`src/rtl/ecc_gen_pkg.sv`:
```
package ecc_gen_pkg;
    localparam int DATA_W     = 8;
    localparam int HALF_BYTES = 256;
    localparam int HALVES     = 2;
    localparam int WORD_W     = 16;

    localparam logic [7:0] MODE_CLEAR  = 8'hF4;
    localparam logic [7:0] MODE_CALC   = 8'hB4;
    localparam logic [7:0] MODE_RESULT = 8'hD4;

    typedef enum logic [2:0] {
        ST_IDLE,
        ST_CLEARED,
        ST_PRIMED,
        ST_CALC,
        ST_RESULT
    } ecc_state_t;
endpackage

```
`src/rtl/ecc_byte_sequencer.sv`:
```
module ecc_byte_sequencer
    import ecc_gen_pkg::*;
#(
    parameter int HALF_N = HALF_BYTES,
    parameter int N_HALF = HALVES
) (
    input  logic                        clk,
    input  logic                        rst_n,
    input  logic                        mode_we,
    input  logic [7:0]                  mode_val,
    input  logic                        rd_stb,
    input  logic                        byte_vld,
    output logic                        acc_clr,
    output logic                        acc_en,
    output logic                        half_sel,
    output logic [$clog2(HALF_N)-1:0]   byte_addr,
    output logic                        in_result,
    output logic [1:0]                  word_ptr
);
    localparam int ADDR_W = $clog2(HALF_N);
    localparam int LIMIT  = HALF_N * N_HALF;
    localparam int CNT_W  = $clog2(LIMIT + 1);
    localparam logic [CNT_W-1:0] LIMIT_C = CNT_W'(LIMIT);

    ecc_state_t st_q, st_d;
    logic [CNT_W-1:0] cnt_q;
    logic             is_clear, is_calc, is_result;

    assign is_clear  = mode_we && (mode_val == MODE_CLEAR);
    assign is_calc   = mode_we && (mode_val == MODE_CALC);
    assign is_result = mode_we && (mode_val == MODE_RESULT);

    // state register
    always_ff @(posedge clk or negedge rst_n) begin
        if (!rst_n) st_q <= ST_IDLE;
        else        st_q <= st_d;
    end

    // next state
    always_comb begin
        st_d = st_q;
        if (mode_we) begin
            if (is_clear)       st_d = ST_CLEARED;
            else if (is_result) st_d = ST_RESULT;
            else if (is_calc)   st_d = (st_q == ST_CLEARED) ? ST_CLEARED : ST_CALC;
            else                st_d = ST_IDLE;
        end else begin
            unique case (st_q)
                ST_CLEARED: if (rd_stb) st_d = ST_PRIMED;
                ST_IDLE, ST_PRIMED, ST_CALC, ST_RESULT: st_d = st_q;
                default:    st_d = ST_IDLE;
            endcase
        end
    end

    // outputs
    always_comb begin
        acc_clr   = is_clear;
        acc_en    = (st_q == ST_CALC) && byte_vld && !mode_we && (cnt_q != LIMIT_C);
        half_sel  = cnt_q[ADDR_W];
        byte_addr = cnt_q[ADDR_W-1:0];
        in_result = (st_q == ST_RESULT);
    end

    always_ff @(posedge clk or negedge rst_n) begin
        if (!rst_n)      cnt_q <= '0;
        else if (is_clear) cnt_q <= '0;
        else if (acc_en)   cnt_q <= cnt_q + 1'b1;
    end

    always_ff @(posedge clk or negedge rst_n) begin
        if (!rst_n)          word_ptr <= 2'd0;
        else if (is_result)  word_ptr <= 2'd0;
        else if (!mode_we && rd_stb && st_q == ST_RESULT)
            word_ptr <= (word_ptr == 2'd2) ? 2'd0 : word_ptr + 2'd1;
    end

    assert_clear_R2: assert property (@(posedge clk) disable iff (!rst_n)
        is_clear |=> (cnt_q == '0) && (st_q == ST_CLEARED));
    assert_dummy_read_R3: assert property (@(posedge clk) disable iff (!rst_n)
        (st_q == ST_CLEARED && !rd_stb && !is_clear && !is_result && mode_val != 8'h00 && (is_calc || !mode_we))
        |=> st_q == ST_CLEARED);
    assert_count_hold_R4: assert property (@(posedge clk) disable iff (!rst_n)
        (st_q != ST_CALC && !is_clear) |=> $stable(cnt_q));
    assert_saturate_R6: assert property (@(posedge clk) disable iff (!rst_n)
        (cnt_q == LIMIT_C && !is_clear) |=> cnt_q == LIMIT_C);
    assert_count_bound_R6: assert property (@(posedge clk) disable iff (!rst_n)
        cnt_q <= LIMIT_C);
    assert_ptr_range_R10: assert property (@(posedge clk) disable iff (!rst_n)
        word_ptr != 2'd3);
    assert_result_entry_R10: assert property (@(posedge clk) disable iff (!rst_n)
        is_result |=> in_result && word_ptr == 2'd0);
    assert_other_mode_R11: assert property (@(posedge clk) disable iff (!rst_n)
        (mode_we && !is_clear && !is_calc && !is_result) |=> st_q == ST_IDLE);
endmodule

```
`src/rtl/ecc_half_accum.sv`:
```
module ecc_half_accum
    import ecc_gen_pkg::*;
#(
    parameter int HALF_N = HALF_BYTES,
    parameter int BYTE_W = DATA_W
) (
    input  logic                       clk,
    input  logic                       rst_n,
    input  logic                       clr,
    input  logic                       en,
    input  logic [$clog2(HALF_N)-1:0]  addr,
    input  logic [BYTE_W-1:0]          dat,
    output logic [2*$clog2(HALF_N)-1:0] lp_code,
    output logic [2*$clog2(BYTE_W)+1:0] col_code
);
    localparam int ADDR_W = $clog2(HALF_N);
    localparam int LP_W   = 2 * ADDR_W;
    localparam int BIT_W  = $clog2(BYTE_W);
    localparam int CP_W   = 2 * BIT_W;

    logic [LP_W-1:0] lp_q, lp_d;
    logic [CP_W-1:0] cp_q, cp_d;
    logic            par, hi_p, lo_p;

    always_comb begin
        par  = ^dat;
        lp_d = lp_q;
        cp_d = cp_q;
        hi_p = 1'b0;
        lo_p = 1'b0;
        for (int k = 0; k < ADDR_W; k++) begin
            if (addr[k]) lp_d[2*k+1] = lp_q[2*k+1] ^ par;
            else         lp_d[2*k]   = lp_q[2*k]   ^ par;
        end
        for (int j = 0; j < BIT_W; j++) begin
            hi_p = 1'b0;
            lo_p = 1'b0;
            for (int i = 0; i < BYTE_W; i++) begin
                if (((i >> j) & 1) == 1) hi_p = hi_p ^ dat[i];
                else                     lo_p = lo_p ^ dat[i];
            end
            cp_d[2*j+1] = cp_q[2*j+1] ^ hi_p;
            cp_d[2*j]   = cp_q[2*j]   ^ lo_p;
        end
    end

    always_ff @(posedge clk or negedge rst_n) begin
        if (!rst_n) begin
            lp_q <= '0;
            cp_q <= '0;
        end else if (clr) begin
            lp_q <= '0;
            cp_q <= '0;
        end else if (en) begin
            lp_q <= lp_d;
            cp_q <= cp_d;
        end
    end

    assign lp_code  = ~lp_q;
    assign col_code = {~cp_q, 2'b11};

    assert_hold_R4: assert property (@(posedge clk) disable iff (!rst_n)
        (!en && !clr) |=> $stable(lp_q) && $stable(cp_q));
    assert_clear_R2: assert property (@(posedge clk) disable iff (!rst_n)
        clr |=> (lp_code == '1) && (col_code == '1));
endmodule

```
`src/rtl/ecc_word_mux.sv`:
```
module ecc_word_mux
    import ecc_gen_pkg::*;
(
    input  logic                     in_result,
    input  logic [1:0]               word_ptr,
    input  logic [HALVES-1:0][7:0]   lp_lo,
    input  logic [HALVES-1:0][7:0]   lp_hi,
    input  logic [HALVES-1:0][7:0]   col,
    output logic [WORD_W-1:0]        rd_data
);
    always_comb begin
        rd_data = '0;
        if (in_result) begin
            unique case (word_ptr)
                2'd0:    rd_data = {lp_hi[0], lp_lo[0]};
                2'd1:    rd_data = {lp_lo[1], col[0]};
                2'd2:    rd_data = {col[1], lp_hi[1]};
                default: rd_data = '0;
            endcase
        end
    end
endmodule

```
`src/rtl/nand_ecc_gen.sv`:
```
module nand_ecc_gen
    import ecc_gen_pkg::*;
(
    input  logic              clk,
    input  logic              rst_n,
    input  logic              mode_we,
    input  logic [7:0]        mode_val,
    input  logic              rd_stb,
    input  logic              byte_vld,
    input  logic [DATA_W-1:0] byte_dat,
    output logic [WORD_W-1:0] rd_data
);
    localparam int ADDR_W = $clog2(HALF_BYTES);
    localparam int LP_W   = 2 * ADDR_W;
    localparam int COL_W  = 2 * $clog2(DATA_W) + 2;

    logic              acc_clr, acc_en, half_sel, in_result;
    logic [ADDR_W-1:0] byte_addr;
    logic [1:0]        word_ptr;
    logic [HALVES-1:0][7:0] lp_lo, lp_hi, col;

    ecc_byte_sequencer #(.HALF_N(HALF_BYTES), .N_HALF(HALVES)) u_seq (
        .clk       (clk),
        .rst_n     (rst_n),
        .mode_we   (mode_we),
        .mode_val  (mode_val),
        .rd_stb    (rd_stb),
        .byte_vld  (byte_vld),
        .acc_clr   (acc_clr),
        .acc_en    (acc_en),
        .half_sel  (half_sel),
        .byte_addr (byte_addr),
        .in_result (in_result),
        .word_ptr  (word_ptr)
    );

    for (genvar h = 0; h < HALVES; h++) begin : g_half
        logic [LP_W-1:0]  lp_code;
        logic [COL_W-1:0] col_code;
        ecc_half_accum #(.HALF_N(HALF_BYTES), .BYTE_W(DATA_W)) u_acc (
            .clk      (clk),
            .rst_n    (rst_n),
            .clr      (acc_clr),
            .en       (acc_en && (half_sel == 1'(h))),
            .addr     (byte_addr),
            .dat      (byte_dat),
            .lp_code  (lp_code),
            .col_code (col_code)
        );
        assign lp_lo[h] = lp_code[7:0];
        assign lp_hi[h] = lp_code[15:8];
        assign col[h]   = col_code;
    end

    ecc_word_mux u_mux (
        .in_result (in_result),
        .word_ptr  (word_ptr),
        .lp_lo     (lp_lo),
        .lp_hi     (lp_hi),
        .col       (col),
        .rd_data   (rd_data)
    );

    assert_first_half_only_R5: assert property (@(posedge clk) disable iff (!rst_n)
        (acc_en && !half_sel) |=> $stable(lp_lo[1]) && $stable(lp_hi[1]) && $stable(col[1]));
    assert_second_half_only_R5: assert property (@(posedge clk) disable iff (!rst_n)
        (acc_en && half_sel) |=> $stable(lp_lo[0]) && $stable(lp_hi[0]) && $stable(col[0]));
endmodule

```
`config.mk`:
```
export PLATFORM = sky130hd
export DESIGN_NAME = nand_ecc_gen
export DESIGN_NICKNAME = d
export VERILOG_FILES = /design/src/rtl/ecc_gen_pkg.sv /design/src/rtl/ecc_byte_sequencer.sv /design/src/rtl/ecc_half_accum.sv /design/src/rtl/ecc_word_mux.sv /design/src/rtl/nand_ecc_gen.sv
export SDC_FILE = /design/constraint.sdc
export NUM_CORES = 1
export LEC_CHECK = 0
export ABC_AREA = 1
export BUFFER_PORTS_ARGS = -buffer_cell sky130_fd_sc_hd__buf_2
export CORE_ASPECT_RATIO = 1.2
export CORE_MARGIN = 4
export CORE_UTILIZATION = 60
export DETAILED_ROUTE_END_ITERATION = 8
export PLACE_DENSITY = 0.84
export SYNTH_ARGS = -nofsm -noshare
export SYNTH_HDL_FRONTEND = slang
export SYNTH_SLANG_ARGS = --single-unit
export TNS_END_PERCENT = 50
```
`constraint.sdc`:
```
create_clock -name clk -period 3.68 [get_ports clk]
set_input_delay 0.184 -clock clk [delete_from_list [all_inputs] [get_ports clk]]
set_output_delay 0.184 -clock clk [all_outputs]
set_load 0.005 [all_outputs]
```
### Word-level counts from Yosys, hierarchy flattened

Cells that the tools add are included.

* $add $sub $neg: 2
* eq/ne operators: 20
* multiplexer cells: 54
* bitwise gates (word level): 66
* reduce and logical (&&, ||, !) cells: 60

Operators with widths (number)
* $mux 16: 5
* $reduce_and 2->1: 33
* $xor 1x1->1: 61
* $pmux 16 s3: 1
* $mux 1: 32
* $not 16->16: 2
* $eq 8x8->1 const B: 3
* $mux 6: 4
* $reduce_bool 2->1: 12
* $mux 10: 2
* $ne 2x2->1 const B: 9
* $mux 3: 5
* $not 6->6: 2
* $add 10x1->10 const B: 1
* $logic_and 1x1->1: 10
* $ne 10x10->1 const B: 1
* $mux 2: 4
* $reduce_xor 8->1: 1
* $eq 3x2->1 const B: 2
* $pmux 3 s2: 1
* $reduce_or 4->1: 1
* $eq 3x1->1 const B: 1
* $eq 3x3->1 const B: 1
* $logic_not 3->1: 1
* other kinds (7): 7

* register bits after elaboration: 59
* bits of input ports: 21
* output and inout bits: 16
* word-level logic and storage cells: 239

### Depth between registers and ports, before layout

Gate-level depths: netlist of run 1.

* depth after elaboration: 7
* gate-level depth with buffers: 13

### Hierarchy

Synthesis of run 1 repeated with hierarchy kept, for this count alone.

* cell total of the unflattened synthesis: 765
* area total of the unflattened synthesis: 4969.8 sq um

Modules (own cells, without submodules)
* ecc_half_accum (g_half[1].u_acc): times used 1, cells each 255, area an instance 1689.1 sq um, seq. area each 550.5 sq um
* ecc_half_accum (g_half[0].u_acc): times used 1, cells each 249, area an instance 1682.9 sq um, seq. area each 550.5 sq um
* ecc_byte_sequencer: times used 1, cells each 149, area an instance 1032.2 sq um, seq. area each 375.4 sq um
* ecc_word_mux: times used 1, cells each 108, area an instance 548.0 sq um, seq. area each 0.0 sq um
* nand_ecc_gen: times used 1, cells each 4, area an instance 17.5 sq um, seq. area each 0.0 sq um

### Least setup slack after synthesis of run 1

No wires, ideal clock.

* path type: register to register
* start point: register u_seq.cnt_q[0]
* end point: register g_half[0].u_acc.lp_q[15]
* arrival: 1.628 ns
* setup slack: 1.939 ns
* stages on the path, launching flop included: 13
* cell sequence: dfrtp_1 clkbuf_1 inv_1 ha_1 nand2_1 nor2_1 nand4_2 nand3_4 buf_4 o21ai_0 nand2_1 nand2_1 inv_1

* longest elaborated chain between the ends: 5

RTL lines
* start, declared: line ecc_byte_sequencer.sv:26 `logic [CNT_W-1:0] cnt_q;`
* start signal, assigned: line ecc_byte_sequencer.sv:68 `else if (acc_en) cnt_q <= cnt_q + 1'b1;`
* $ne 10x10->1: line ecc_byte_sequencer.sv:59 `acc_en = (st_q == ST_CALC) && byte_vld && !mode_we && (cnt_q != LIMIT_C);`
* $logic_and 1x1->1: line ecc_byte_sequencer.sv:59
* $logic_and 1x1->1: line nand_ecc_gen.sv:44 `.en (acc_en && (half_sel == 1'(h))),`
* $reduce_bool 2->1 (no line)
* $reduce_and 2->1 (no line)
* end signal, assigned: line ecc_half_accum.sv:55 `lp_q <= lp_d;`
* end, declared: line ecc_half_accum.sv:21 `logic [LP_W-1:0] lp_q, lp_d;`

No other way between the ends.
A chain may end at the register's enable or synchronous reset.

### Worst setup path after layout of run 1

* start point: register u_seq.word_ptr[0]
* end point: output rd_data[4]

* longest elaborated chain between the ends: 3

RTL lines
* start, declared: line ecc_byte_sequencer.sv:18 `output logic [1:0] word_ptr`
* start signal, assigned: line ecc_byte_sequencer.sv:75 `word_ptr <= (word_ptr == 2'd2) ? 2'd0 : word_ptr + 2'd1;`
* $eq 2x2->1, or another cell as far along: line ecc_word_mux.sv:14 `unique case (word_ptr)`
* $pmux 16 s3 (*): line ecc_word_mux.sv:14
* $mux 16 (*): line ecc_word_mux.sv:13 `if (in_result) begin`
* end, declared: line nand_ecc_gen.sv:11 `output logic [WORD_W-1:0] rd_data`

Every way passes the cells marked *; elsewhere a longest branch is shown, timed or not.

==> impl_metrics.toml, run 1 <==
[grt]
grt_start_max_net_pins = 44
grt_pass1_vias = 4428
grt_first_pass_wirelength_um = 19800
track_usage = 0.284
grt_overflow = 0
antenna_found_initial = 0

[floorplan]
start_util = 0.625
rows = 33
die_h_um = 101
io_pins = 37
die-area_mm2 = 0.00866
die_w_um = 85.6
core_area_mm2 = 0.00694

[final_layout]
final_area_mm2 = 0.00463
area_growth_pct = 6.66
n_antenna_cell = 0
drive_above_1_share = 0.103
nNetsFinal = 714

[routing]
ant_nets = 0
wl_um = 11600
via_count = 4413
wl_per_cell_um = 14.8
drt_first_pass_iters = 6
via_per_inst = 5.64
drc_errors = 0
drt_iter0_markers = 448

[sta]
fin_ws_ps = 1490
setup_tns_ps = 0
fmax_mhz = 456
slew_violations = 0
period_minus_slack_ps = 2190
hold_viol = 0
finalSetupViolCount = 0
finalCritPeriodShare = 0.596
fin_skew_ps = 11.2
max-slew-margin-rel = 0.260
rsz0062_at_grt = "false"
worstMarginPinSlew_ps = 1110

[yosys]
synth_top_area_cell = "dfrtp_1"
synthTopCellsByArea = "dfrtp_1 (34%), nand2_1 (19%), inv_1 (9.8%), nand3_1 (9.0%), o21ai_0 (4.7%)"
ys_seq_elements = 59
syn_area_mm2 = 0.00434
synth_area_per_cell_um2 = 6.46
synth_nets = 695
synth_edf_count = 0
yosys_warnings = 0
synth_top_area_frac = 0.340
synthCells = 672
synth.distinct_cells = 31
synth_flop_cell = "dfrtp_1"
ys_seq_area_frac = 0.340
synthArstFlopShare = 1.00

[clocking]
clk_latency_ps = 350
post_cts_resized = 0
post_cts_buffers = 0
ctsLongestPathBuffers = 2
cts.sinks = 59
cts-hold-fix-buffers = 1
cts_tree = "yes"
root_buffer = "clkbuf_8"
numCtsBuffers = 9
cts_max_level = 3
clk_pin_slew_ps = 70

[place]
postPlaceCellArea_mm2 = 0.00443
dp_slack_ps = 1540
post-dp-hpwl_um = 7840
place_congestion = 0.910
port_buffers = 36

[critical_path]
critical_path.max_fanout = 11
path_buf_inv = 4
cp-start-kind = "register"
worstPathCellList = "inv_1, nor2_1, inv_1, o22ai_1, o21ai_0, inv_1, buf_2"
worstSetupEndpointType = "output pin"
crit_family = "buffers and inverters"
crit_top_cell = "inv_1"
cpMaxStageDelayCell = "dfrtp_1"
arrival_ps = 2010
crit_type = "reg2out"
worstPathRequired_ps = 3500
critPathMaxStageDelay_ps = 430

[run]
cap_violations = 0

[power]
power_leakage_nw = 2.69
p_per_area_mw_per_mm2 = 352
ir_drop_uv = 228

[worst_hold_path]
hold_class = "in2reg"

[run_status]
status = "complete, no violations"
-- where the power goes --
group | internal (W) | switching [W]
clock network | 0.000318 | 0.000265
logic | 0.000101 | 0.000206
registers | 0.000690 | 0.0000508
-- flip-flops by register name, indices dropped and copies added (netlist names) --
signal	cells
g_half.u_acc.lp_q	32
g_half.u_acc.cp_q	12
u_seq.cnt_q	10
u_seq.st_q	3
u_seq.word_ptr	2
-- layout make-up --
class	count	area (um2)
fillers	590	2310
multi-input cells	464	2200
flip-flops and latches	59	1480
inverters	117	439
repair buffers	40	213
clock buffers	15	186
well taps	87	109
clock inverters	1	5.00
-- cells by family (layout without fill, tap and decap cells) --
family,after synthesis,after routing,share of synthesized area
xor+xnor,10,10,0.0202
flops,59,59,0.340
simple gates,369,369,0.374
compound gates,83,83,0.107
fa+ha+maj,2,2,0.00577
buf+inv,149,173,0.153
-- per-stage QoR --
stage	total power, W	cells	hold WS [ps]	util
3_5_place_dp	0.00105	766	303	0.638
2_1_floorplan	0.000983	672	-112	-
5_1_grt	0.00171	783	191	0.667
4_1_cts	0.00163	783	169	0.667
6_report	0.00163	783	176	0.667
3_3_place_gp	0.00104	766	297	0.638
-- routing by layer --
| metal | up-vias | share of wire | GRT usage | wire, um |
|---|---|---|---|---|
| met5 | - | 0 | 0 | 0 |
| met4 | 0 | 0.029 | 0.161 | 336 |
| met3 | 28 | 0.076 | 0.0464 | 879 |
| met2 | 207 | 0.49 | 0.486 | 5680 |
| met1 | 2034 | 0.41 | 0.340 | 4710 |
| li1 | 2144 | - | - | - |
-- cells in the mapped netlist, types with 7 or more instances --
library cell / number
nor2_1: 36
nand3_1: 78
o22ai_1: 11
nand4_1: 7
o21ai_0: 41
inv_1: 113
buf_6: 11
nor3_1: 12
nand2_1: 220
a21oi_1: 17
clkbuf_1: 12
dfrtp_1: 59
-- worst reg2reg max path, delay by kind of cell (launching register included) --
family | cells | cell delay (ps)
AND/OR/NAND/NOR | 6 | 680
flip-flops | 1 | 530
AO/OA/AOI/OAI | 1 | 350
adder cells (fa/ha/maj) | 1 | 220
buffers and inverters | 2 | 180
-- layout by cell type, fill, tap and decap left out, types with 7 or more instances in the layout --
| cell | n |
|---|---|
| dfrtp_1 | 59 |
| o22ai_1 | 11 |
| nand4_1 | 7 |
| clkbuf_8 | 13 |
| nand3_1 | 78 |
| buf_2 | 36 |
| nor2_1 | 36 |
| inv_1 | 113 |
| nand2_1 | 220 |
| nor3_1 | 12 |
| a21oi_1 | 17 |
| o21ai_0 | 41 |
-- worst paths after layout --
kind | startpoint | to | slack, ps | cells after the start
max | u_seq.word_ptr[0]$_DFFE_PN0P_ | rd_data[4] | 1490 | 7
min | mode_val[4] | u_seq.st_q[2]$_DFFE_PN0P_ | 180 | 3
max reg2reg | u_seq.cnt_q[0]$_DFFE_PN0P_ | g_half[1].u_acc.lp_q[3]$_DFFE_PN0P_ | 1620 | 10
min reg2reg | g_half[0].u_acc.cp_q[2]$_DFFE_PN0P_ | g_half[0].u_acc.cp_q[2]$_DFFE_PN0P_ | 540 | 2
max in group asynchronous | rst_n | g_half[0].u_acc.lp_q[3]$_DFFE_PN0P_ | 2360 | 3
min in group asynchronous | rst_n | g_half[0].u_acc.lp_q[9]$_DFFE_PN0P_ | 440 | 2
Power figures use the tool's default switching activity.
==> inputs of run 2 (changes only) <==
==> constraint.sdc (replaced) <==
create_clock -name clk -period 2.13 [get_ports clk]
set_input_delay 0.1065 -clock clk [delete_from_list [all_inputs] [get_ports clk]]
set_output_delay 0.1065 -clock clk [all_outputs]
set_load 0.005 [all_outputs]
==> run 2 against run 1 <==
Compared with the run above: combinational power up 87%; sequential power up 71%; critical endpoint is now rd_data[11]; wire length up 2.4%; first-iteration DRC count down 0.89%; critical path depth down 1; cell area up 2.0%; final cell count up 1.7%; sequential cell count unchanged.
==> impl_metrics.toml, run 2 (synthesized netlist as in run 1, its figures left out) <==
[routing]
via_per_inst = 5.73
wl_per_cell_um = 14.9
drt_first_pass_iters = 8
via_count = 4564
ant_nets = 0
drt_iter0_markers = 444
wl_um = 11900
drc_errors = 0

[clocking]
clk_latency_ps = 360
clk_pin_slew_ps = 60
ctsLongestPathBuffers = 2
cts.sinks = 59
cts_tree = "yes"
cts_max_level = 3
numCtsBuffers = 9
root_buffer = "clkbuf_8"

[final_layout]
n_antenna_cell = 0
nNetsFinal = 730
final_common_cell = "nand2_1"
area_growth_pct = 8.83
fill_cells = 619
regMostFlops = "g_half.u_acc.lp_q"
largest_reg_flops = 32
drive_above_1_share = 0.124
layout_common_cells = "nand2_1 (220), inv_1 (111), nand3_1 (78)"
regArea_mm2 = 0.00148
final_cells = 796
reg.largest.list = "g_half.u_acc.lp_q x32, g_half.u_acc.cp_q x12, u_seq.cnt_q x10"
final_area_mm2 = 0.00472
multi_input_area_mm2 = 0.00221

[grt]
grt_start_max_net_pins = 35
track_usage = 0.285
grt_first_pass_wirelength_um = 19700
grt_overflow = 0
antenna_found_initial = 0
grt_pass1_vias = 4300

[place]
post-dp-hpwl_um = 8070
port_buffers = 36
dp.cells = 776
dp_slack_ps = 142
place_congestion = 0.897
postPlaceCellArea_mm2 = 0.00450

[power]
power.total_w = 0.00271
ir_drop_uv = 368
pwr-share-clk = 0.322
power_switching_w = 0.000894
seqPwrFrac = 0.467
power_leakage_nw = 2.74
p_per_area_mw_per_mm2 = 574
sw_frac_of_total = 0.330
internal_power_w = 0.00182
p_comb_frac = 0.211

[sta]
period_minus_slack_ps = 2000
max-slew-margin-rel = 0.645
finalSetupViolCount = 0
setup_tns_ps = 0
fin_ws_ps = 132
fmax_mhz = 501
hold_viol = 0
fin_skew_ps = 9.66
worstMarginPinSlew_ps = 531
finalCritPeriodShare = 0.938
slew_violations = 0
rsz0062_at_grt = "false"

[critical_path]
worstPathRequired_ps = 2020
cp-start-kind = "register"
crit_type = "reg2out"
worstSetupEndpointType = "output pin"
critical_path.max_fanout = 13
arrival_ps = 1890

[floorplan]
start_util = 0.625
die_w_um = 85.6
die-area_mm2 = 0.00866
die_h_um = 101
core_area_mm2 = 0.00694
io_pins = 37
rows = 33

[worst_hold_path]
hold_class = "in2reg"

[run_status]
status = "complete, no violations"

[run]
cap_violations = 0
-- run 2: path summary, 6_finish.rpt --
check / start / to / slack, ps / cells after the start
setup / recovery: u_seq.word_ptr[1]$_DFFE_PN0P_ / rd_data[11] / 130 / 6
hold / removal: mode_val[4] / u_seq.st_q[2]$_DFFE_PN0P_ / 100 / 3
setup reg to reg: u_seq.cnt_q[1]$_DFFE_PN0P_ / g_half[1].u_acc.lp_q[10]$_DFFE_PN0P_ / 210 / 11
hold reg to reg: g_half[1].u_acc.lp_q[14]$_DFFE_PN0P_ / g_half[1].u_acc.lp_q[14]$_DFFE_PN0P_ / 540 / 2
max in group asynchronous: rst_n / g_half[0].u_acc.cp_q[4]$_DFFE_PN0P_ / 1170 / 3
min in group asynchronous: rst_n / g_half[1].u_acc.lp_q[1]$_DFFE_PN0P_ / 240 / 2
-- run 2: final cells by class --
| type | count | share of cell area |
|---|---|---|
| Multi-Input combinational cell | 464 | 0.469 |
| Sequential cell | 59 | 0.313 |
| Inverter | 117 | 0.0930 |
| Timing Repair Buffer | 56 | 0.0705 |
| Tap cell | 87 | 0.0231 |
| Clock buffer | 13 | 0.0315 |
-- run 2: routing by layer --
metal | wire (um) | vias to the layer above | GRT usage
li1 | - | 2173 | -
met1 | 4690 | 2100 | 0.356
met5 | 0 | - | 0
met3 | 1200 | 35 | 0.0602
met4 | 412 | 0 | 0.163
met2 | 5580 | 256 | 0.458
-- run 2: through the flow --
step	hold WS, ps	utilization
2_1_floorplan	-189	-
3_3_place_gp	95.3	0.649
3_5_place_dp	100	0.649
4_1_cts	105	0.672
5_1_grt	123	0.681
6_report	104	0.681
-- run 2: repair_timing --
action,in CTS,in global routing
endpoints found under the hold margin,19,0
hold buffers,1,0
resized for setup,0,5
buffers inserted,0,6
endpoints found under the setup margin,0,32
-- run 2: critical path, cell delays in order, from the launching register on --
cell and delay (ps):
dfrtp_1 450, nor2_1 300, inv_2 210, o22ai_1 300, o21ai_0 120, inv_1 50
buf_2 100
-- run 2: power by group through the flow --
stage	Clock, W	Combinational (W)	Sequential, W
final	0.000873	0.000571	0.00127
after global routing	0.000919	0.000646	0.00127
after CTS	0.000869	0.000561	0.00126
after detailed placement	0	0.000557	0.00128
after global placement	0	0.000534	0.00128
after floorplan	0	0.000443	0.00126
